==> src/rtl/irq_route_pkg.sv <==
package irq_route_pkg;

  localparam logic [31:0] OFS_IRQ_VIEW = 32'h000;
  localparam logic [31:0] OFS_FIQ_VIEW = 32'h004;
  localparam logic [31:0] OFS_RAW_VIEW = 32'h008;
  localparam logic [31:0] OFS_CLASS    = 32'h00C;
  localparam logic [31:0] OFS_EN_SET   = 32'h010;
  localparam logic [31:0] OFS_EN_CLR   = 32'h014;

  typedef enum logic [2:0] {
    LOC_NONE,
    LOC_IRQ_VIEW,
    LOC_FIQ_VIEW,
    LOC_RAW_VIEW,
    LOC_CLASS,
    LOC_EN_SET,
    LOC_EN_CLR
  } reg_loc_e;

  function automatic reg_loc_e decode_offset(input logic [31:0] ofs);
    case (ofs)
      OFS_IRQ_VIEW: return LOC_IRQ_VIEW;
      OFS_FIQ_VIEW: return LOC_FIQ_VIEW;
      OFS_RAW_VIEW: return LOC_RAW_VIEW;
      OFS_CLASS:    return LOC_CLASS;
      OFS_EN_SET:   return LOC_EN_SET;
      OFS_EN_CLR:   return LOC_EN_CLR;
      default:      return LOC_NONE;
    endcase
  endfunction

endpackage

==> src/rtl/irq_addr_decode.sv <==
module irq_addr_decode
  import irq_route_pkg::*;
#(
  parameter int ADDR_W = 8
) (
  input  logic [ADDR_W-1:0] addr,
  input  logic              wr_en,
  output reg_loc_e          loc,
  output logic              set_hit,
  output logic              clr_hit,
  output logic              cls_hit
);
  always_comb begin
    loc     = decode_offset(32'(addr));
    set_hit = wr_en && (loc == LOC_EN_SET);
    clr_hit = wr_en && (loc == LOC_EN_CLR);
    cls_hit = wr_en && (loc == LOC_CLASS);
  end

  always_comb begin
    a_r9_one_write_target: assert ({set_hit, clr_hit, cls_hit} == 3'b000 ||
                                   $onehot({set_hit, clr_hit, cls_hit}));
  end
endmodule

==> src/rtl/irq_mask_regs.sv <==
module irq_mask_regs #(
  parameter int N_SRC = 32
) (
  input  logic             clk,
  input  logic             rst_n,
  input  logic             set_hit,
  input  logic             clr_hit,
  input  logic             cls_hit,
  input  logic [N_SRC-1:0] wdata,
  output logic [N_SRC-1:0] en_q,
  output logic [N_SRC-1:0] cls_q
);
  // Clear has priority over set for any bit that both target.
  function automatic logic [N_SRC-1:0] next_enable(
    input logic [N_SRC-1:0] cur,
    input logic [N_SRC-1:0] set_mask,
    input logic [N_SRC-1:0] clr_mask
  );
    return (cur | set_mask) & ~clr_mask;
  endfunction

  logic [N_SRC-1:0] set_mask, clr_mask, en_d;

  assign set_mask = set_hit ? wdata : '0;
  assign clr_mask = clr_hit ? wdata : '0;
  assign en_d     = next_enable(en_q, set_mask, clr_mask);

  always_ff @(posedge clk or negedge rst_n) begin
    if (!rst_n) begin
      en_q  <= '0;
      cls_q <= '0;
    end else begin
      en_q <= en_d;
      if (cls_hit) cls_q <= wdata;
    end
  end

  a_r1_set_lands: assert property (@(posedge clk) disable iff (!rst_n)
    set_hit |=> ((en_q & $past(wdata)) == $past(wdata)));
  a_r2_clear_lands: assert property (@(posedge clk) disable iff (!rst_n)
    clr_hit |=> ((en_q & $past(wdata)) == '0));
  a_r1_hold_without_write: assert property (@(posedge clk) disable iff (!rst_n)
    !(set_hit || clr_hit) |=> $stable(en_q));
  a_r3_class_written: assert property (@(posedge clk) disable iff (!rst_n)
    cls_hit |=> (cls_q == $past(wdata)));
endmodule

==> src/rtl/irq_route_status.sv <==
module irq_route_status #(
  parameter int N_SRC = 32
) (
  input  logic             clk,
  input  logic             rst_n,
  input  logic [N_SRC-1:0] req,
  input  logic [N_SRC-1:0] en,
  input  logic [N_SRC-1:0] cls,
  output logic [N_SRC-1:0] irq_vec,
  output logic [N_SRC-1:0] fiq_vec,
  output logic             irq_o,
  output logic             fiq_o
);
  function automatic logic [N_SRC-1:0] masked(
    input logic [N_SRC-1:0] r,
    input logic [N_SRC-1:0] e,
    input logic [N_SRC-1:0] c,
    input logic             want_fast
  );
    return r & e & (want_fast ? c : ~c);
  endfunction

  logic irq_any, fiq_any;

  assign irq_vec = masked(req, en, cls, 1'b0);
  assign fiq_vec = masked(req, en, cls, 1'b1);
  assign irq_any = |irq_vec;
  assign fiq_any = |fiq_vec;

  always_ff @(posedge clk or negedge rst_n) begin
    if (!rst_n) begin
      irq_o <= 1'b0;
      fiq_o <= 1'b0;
    end else begin
      irq_o <= irq_any;
      fiq_o <= fiq_any;
    end
  end

  a_r4_classes_disjoint: assert property (@(posedge clk) disable iff (!rst_n)
    (irq_vec & fiq_vec) == '0);
  a_r7_irq_follows: assert property (@(posedge clk) disable iff (!rst_n)
    1'b1 |=> (irq_o == $past(|(req & en & ~cls))));
  a_r7_fiq_follows: assert property (@(posedge clk) disable iff (!rst_n)
    1'b1 |=> (fiq_o == $past(|(req & en & cls))));
endmodule

==> src/rtl/irq_route_unit.sv <==
module irq_route_unit
  import irq_route_pkg::*;
#(
  parameter int N_SRC  = 32,
  parameter int ADDR_W = 8
) (
  input  logic              clk,
  input  logic              rst_n,
  input  logic [N_SRC-1:0]  req_i,
  input  logic [ADDR_W-1:0] addr,
  input  logic              wr_en,
  input  logic [N_SRC-1:0]  wr_data,
  input  logic              rd_en,
  output logic [N_SRC-1:0]  rd_data,
  output logic              fiq_o,
  output logic              irq_o
);
  reg_loc_e         loc;
  logic             set_hit, clr_hit, cls_hit;
  logic [N_SRC-1:0] en_q, cls_q, irq_vec, fiq_vec;
  logic [N_SRC-1:0] view;

  irq_addr_decode #(.ADDR_W(ADDR_W)) u_dec (
    .addr(addr), .wr_en(wr_en), .loc(loc),
    .set_hit(set_hit), .clr_hit(clr_hit), .cls_hit(cls_hit)
  );

  irq_mask_regs #(.N_SRC(N_SRC)) u_regs (
    .clk(clk), .rst_n(rst_n), .set_hit(set_hit), .clr_hit(clr_hit),
    .cls_hit(cls_hit), .wdata(wr_data), .en_q(en_q), .cls_q(cls_q)
  );

  irq_route_status #(.N_SRC(N_SRC)) u_stat (
    .clk(clk), .rst_n(rst_n), .req(req_i), .en(en_q), .cls(cls_q),
    .irq_vec(irq_vec), .fiq_vec(fiq_vec), .irq_o(irq_o), .fiq_o(fiq_o)
  );

  always_comb begin
    case (loc)
      LOC_IRQ_VIEW: view = irq_vec;
      LOC_FIQ_VIEW: view = fiq_vec;
      LOC_RAW_VIEW: view = req_i;
      LOC_CLASS:    view = cls_q;
      LOC_EN_SET:   view = en_q;
      default:      view = '0;
    endcase
  end

  assign rd_data = rd_en ? view : '0;

  a_r9_unmapped_reads_zero: assert property (@(posedge clk) disable iff (!rst_n)
    (rd_en && (loc == LOC_NONE || loc == LOC_EN_CLR)) |-> (rd_data == '0));
  a_r10_idle_port_zero: assert property (@(posedge clk) disable iff (!rst_n)
    !rd_en |-> (rd_data == '0));
endmodule

==> config.mk <==
export PLATFORM = sky130hd
export DESIGN_NAME = irq_route_unit
export DESIGN_NICKNAME = d
export VERILOG_FILES = /design/src/rtl/irq_route_pkg.sv /design/src/rtl/irq_addr_decode.sv /design/src/rtl/irq_mask_regs.sv /design/src/rtl/irq_route_status.sv /design/src/rtl/irq_route_unit.sv
export SDC_FILE = /design/constraint.sdc
export NUM_CORES = 1
export LEC_CHECK = 0
export BUFFER_PORTS_ARGS = -buffer_cell sky130_fd_sc_hd__buf_2
export CAP_MARGIN = 20
export CORE_MARGIN = 10
export CORE_UTILIZATION = 43
export DETAILED_ROUTE_END_ITERATION = 10
export GPL_TIMING_DRIVEN = 0
export PLACE_DENSITY = 0.74
export SLEW_MARGIN = 20
export SYNTH_ARGS = -nofsm -noshare
export SYNTH_HDL_FRONTEND = slang
export SYNTH_SLANG_ARGS = --single-unit
==> constraint.sdc <==
create_clock -name clk -period 3.48 [get_ports clk]
set_clock_uncertainty 0.1 [all_clocks]
set_input_delay 1.044 -clock clk [delete_from_list [all_inputs] [get_ports clk]]
set_output_delay 1.044 -clock clk [all_outputs]
set_load 0.02 [all_outputs]
==> summary by stage <==
Run status
The run finished, with violations left. The final reports fail on setup timing.

Power and ir drop
The proportion of power drawn by the clock network is 33.1%. Total power for the finished layout comes to 1.71 mW. The switching share of total power is 30.8%.

Internal power comes to 1.18 mW. IR analysis of the VDD net gives a maximum drop of 160 uV. The total power divided by cell area is 304 nW/um2. The share of total power dissipated in sequential elements is 50.2%. The analysis attributes to net switching a power of 0.528 mW. Per report_power, the combinational group accounts for 16.7% of the total.

The total leakage power is 2.56 nW.

Detailed routing
The detail route stage leaves a number of antenna-violating nets equal to 0. The final routed DRC violation total is 0. The detail-routed net length per standard cell is 21.3 um. For this block, the via count after detailed routing is 4403. Dividing the detail-routed via count by the number of cells gives 6.06. For this run, the detailed router's first-pass iteration total came to 5. The aggregate routed wire length is 15500 um. After the first detailed-routing iteration, the DRC count stood at 520.

Yosys
Yosys attributes the largest share of cell area to dfrtp_1 (39%), mux2_1 (8.0%), a21oi_1 (7.6%), mux2i_1 (7.6%), o22ai_1 (7.1%). The number of register bits inferred by synthesis is 66. The synthesized netlist occupies a cell area of 4220 um2. The biggest area contributor in the post-synthesis netlist is dfrtp_1.

Counting flops with a built-in enable in the synthesized netlist gives 0. The number of different library cells in the post-synthesis netlist is 27. The proportion of synthesized chip area in sequential cells is 39.2%. The share of the synthesized netlist area taken by xor and xnor gates is 6.64%.

The net count of the mapped netlist is 539. The largest family of logic cells by synthesized area is compound AO/OA/AOI/OAI gates. The async set-or-reset flop fraction in the synthesized netlist is 100%. After Yosys synthesis, and, or, nand and nor cells account for 13.8% of the synthesized area.

For this run, the number of Yosys warnings is 0. The synthesized-area fraction occupied by adder cells is 0%. The synthesized-area fraction occupied by ao, oa, aoi and oai cells is 20.5%. The cell count after synthesis came out at 463. A synthesized cell averages 9.11 um2. The multiplexer area fraction after synthesis is 16.1%.

The top cell type by area accounts for 39.2% of the synthesized area. In the synthesized netlist the dominant register cell turns out to be dfrtp_1.

GRT
The total overflow left after global routing is 0. The global-route wire length before repair is 24000 um. The number of antenna violations at the first check in global routing is 0. The number of global-route vias before repair is 4427. The total routing resource utilization after global routing is 20.9%. The largest net degree at the start of global routing is 42.

Timing
Setup violations remaining at the end of the flow were counted as 32. The final critical path takes up 107% of the cycle. The number of pins exceeding their max-slew limit in the final report is 0. Setup repair after global routing could not meet its margin everywhere. For the finished layout, the period the worst path requires is 3.71 ns. The transition time at the pin with the least slew margin is 0.753 ns. Timing would allow up to 0.270 GHz. Measured against its own limit, the worst slew margin works out to 49.4%.

Setup slack on the critical path of the routed design comes to -0.227 ns. The count of final hold-check violations came to 0.

Setup path
The critical path data arrival time is 2.56 ns. Among cell families on the critical path, the largest total delay comes from simple AND/OR/NAND/NOR gates. The worst setup path is captured at an output pin. The category of the most critical setup path is in -> out.

The kind of start point of the critical path is an input pin. Traced cell by cell, the critical path runs through buf_6 -> or4_4 -> nor2_1 -> nand3_4 -> clkbuf_8 -> nor2_2 -> buf_4. Data on the critical path is required at its endpoint by 2.34 ns. The biggest fanout along the worst timing path is 10.

The cell type of the slowest stage on the worst timing path is or4_4. Counting both buffers and inverters, the worst setup path holds a total of 3. The longest individual stage delay on the worst path is 0.56 ns.

Floorplanning
The initial utilization of the core area, before any placement, comes to 43.6%. The die boundary width is 119 um. The region available for standard cell placement spans 9680 um2.

The vertical extent of the die is 119 um. After floorplanning, the core was divided into 36 placement rows. The I/O pin count is 110.

The total die area is 14200 um2.

Clock network
The clock slew at the register clock pins of the worst setup and hold paths is 0.08 ns. The clock passes through at most 2 buffers. For the worst-skew pair, the clock arrives at the later sink with an insertion delay of 0.36 ns.

The CTS root buffer is clkbuf_8. The number of buffers added by the clock tree synthesis step is 9. The clock tree from TritonCTS is built. After clock tree synthesis, the flow added hold-fix buffers numbering 0. In this run the number of H-tree levels came out at 3.

The clock sink count is 66.

Placed design
At the end of routability-driven placement, the weighted congestion stood at 0.893. Once placement finished, the instance area stood at 5040 um2. The worst-case setup slack after placement is -0.599 ns. Summed over all nets, the half-perimeter wirelength after detailed placement is 11300 um.

During placement, the flow inserted port buffers numbering 108.

Final layout
Relative to the synthesized area, the layout overhead comes to 33.6%. The fraction of layout instances using a drive strength above 1 is 33.9%. After the last flow step, the layout net total stands at 665. The core occupancy in the finished layout is 58.2%. In the final layout, flip-flops and latches occupy 1650 um2. The area taken by multi-input logic gates is 2590 um2. In the layout the commonest cells are buf_2 (74), dfrtp_1 (66), a21oi_1 (64), o22ai_1 (48), nand2_1 (33). The leading cell type in the layout, fill and taps excluded is buf_2.

The final standard cell area without fillers is 5640 um2. The number of fill cells is 848.

Flow run
The count of max-cap constraint violations is 0.

Min path
The path type of the worst min-delay path is in -> async.
-- power by group through the flow --
stage | registers, mW | logic, mW | clock network, mW
3_3_place_gp | 0.867 | 0.250 | 0
4_1_cts | 0.857 | 0.277 | 0.559
5_1_grt | 0.865 | 0.310 | 0.590
3_5_place_dp | 0.871 | 0.267 | 0
6_report | 0.860 | 0.286 | 0.566
2_1_floorplan | 0.864 | 0.136 | 0
-- Yosys cell counts (2+ instances only) --
cell type	instances
o22ai_1	48
mux2i_1	32
nand4_1	10
buf_2	6
mux2_2	2
nor2_1	33
a22oi_1	32
nand3_1	33
xor2_1	32
buf_6	3
clkbuf_1	21
mux2_1	30
dfrtp_1	66
a21oi_1	64
nor4_1	7
nand2_1	33
-- per-layer routing --
layer | vias to the layer above | share of wire, % | wire length [um] | global-route usage (%)
met1 | 2116 | 40 | 6270 | 26.5
met3 | 24 | 10 | 1560 | 5.95
met4 | 0 | 2.0 | 305 | 6.56
li1 | 2009 | - | - | -
met2 | 254 | 48 | 7380 | 33.7
met5 | - | 0 | 0 | 0
-- registers in the layout (all words and copies together) (netlist names) --
signal        count
u_regs.en_q      32
u_stat.irq_o      1
u_regs.cls_q     32
u_stat.fiq_o      1
-- kinds of logic after synthesis --
group | Yosys count
and+or+nand+nor | 123
AOI/OAI and AO/OA | 145
DFF | 66
muxes | 64
buffers and inverters | 33
xor gates and xnor gates | 32
-- timing repair --
item	in CTS	in global routing
gates resized for setup	91	16
buffers inserted	5	0
pin swaps	12	12
cloned	1	1
endpoints found under the setup margin	32	32
-- final timing paths --
| check | startpoint | endpoint | slack, ns | cells after the start |
|---|---|---|---|---|
| worst max-delay path | addr[0] | rd_data[15] | -0.23 | 7 |
| worst min-delay path | rst_n | u_regs.cls_q[31] | 0.49 | 1 |
| worst max register to register | u_regs.en_q[16] | u_stat.irq_o | 2.02 | 4 |
| min in group clk | u_regs.en_q[14] | u_regs.en_q[14] | 0.49 | 2 |
| worst min register to register | u_regs.en_q[14] | u_regs.en_q[14] | 0.49 | 2 |
| max in group asynchronous | rst_n | u_regs.cls_q[7] | 2.23 | 2 |
-- metrics by stage --
step,hold slack [ns],instances,TNS [ns]
after global routing,0.517,726,-7.28
after floorplan,0.433,463,-0.159
after global placement,0.450,704,-15.29
after CTS,0.486,725,-6.58
after detailed placement,0.471,705,-16.98
final,0.488,727,-5.91
-- cell type report --
type	instances	area share [%]
Timing Repair Buffer	116	13.9
Sequential cell	66	29.3
Clock inverter	3	0.311
Multi-Input combinational cell	364	46.0
Buffer	31	5.02
Antenna cell	1	0.0444
Inverter	1	0.0666
Tap cell	133	2.95
Clock buffer	12	2.40
Note: power is estimated with default switching activity, not from simulation.
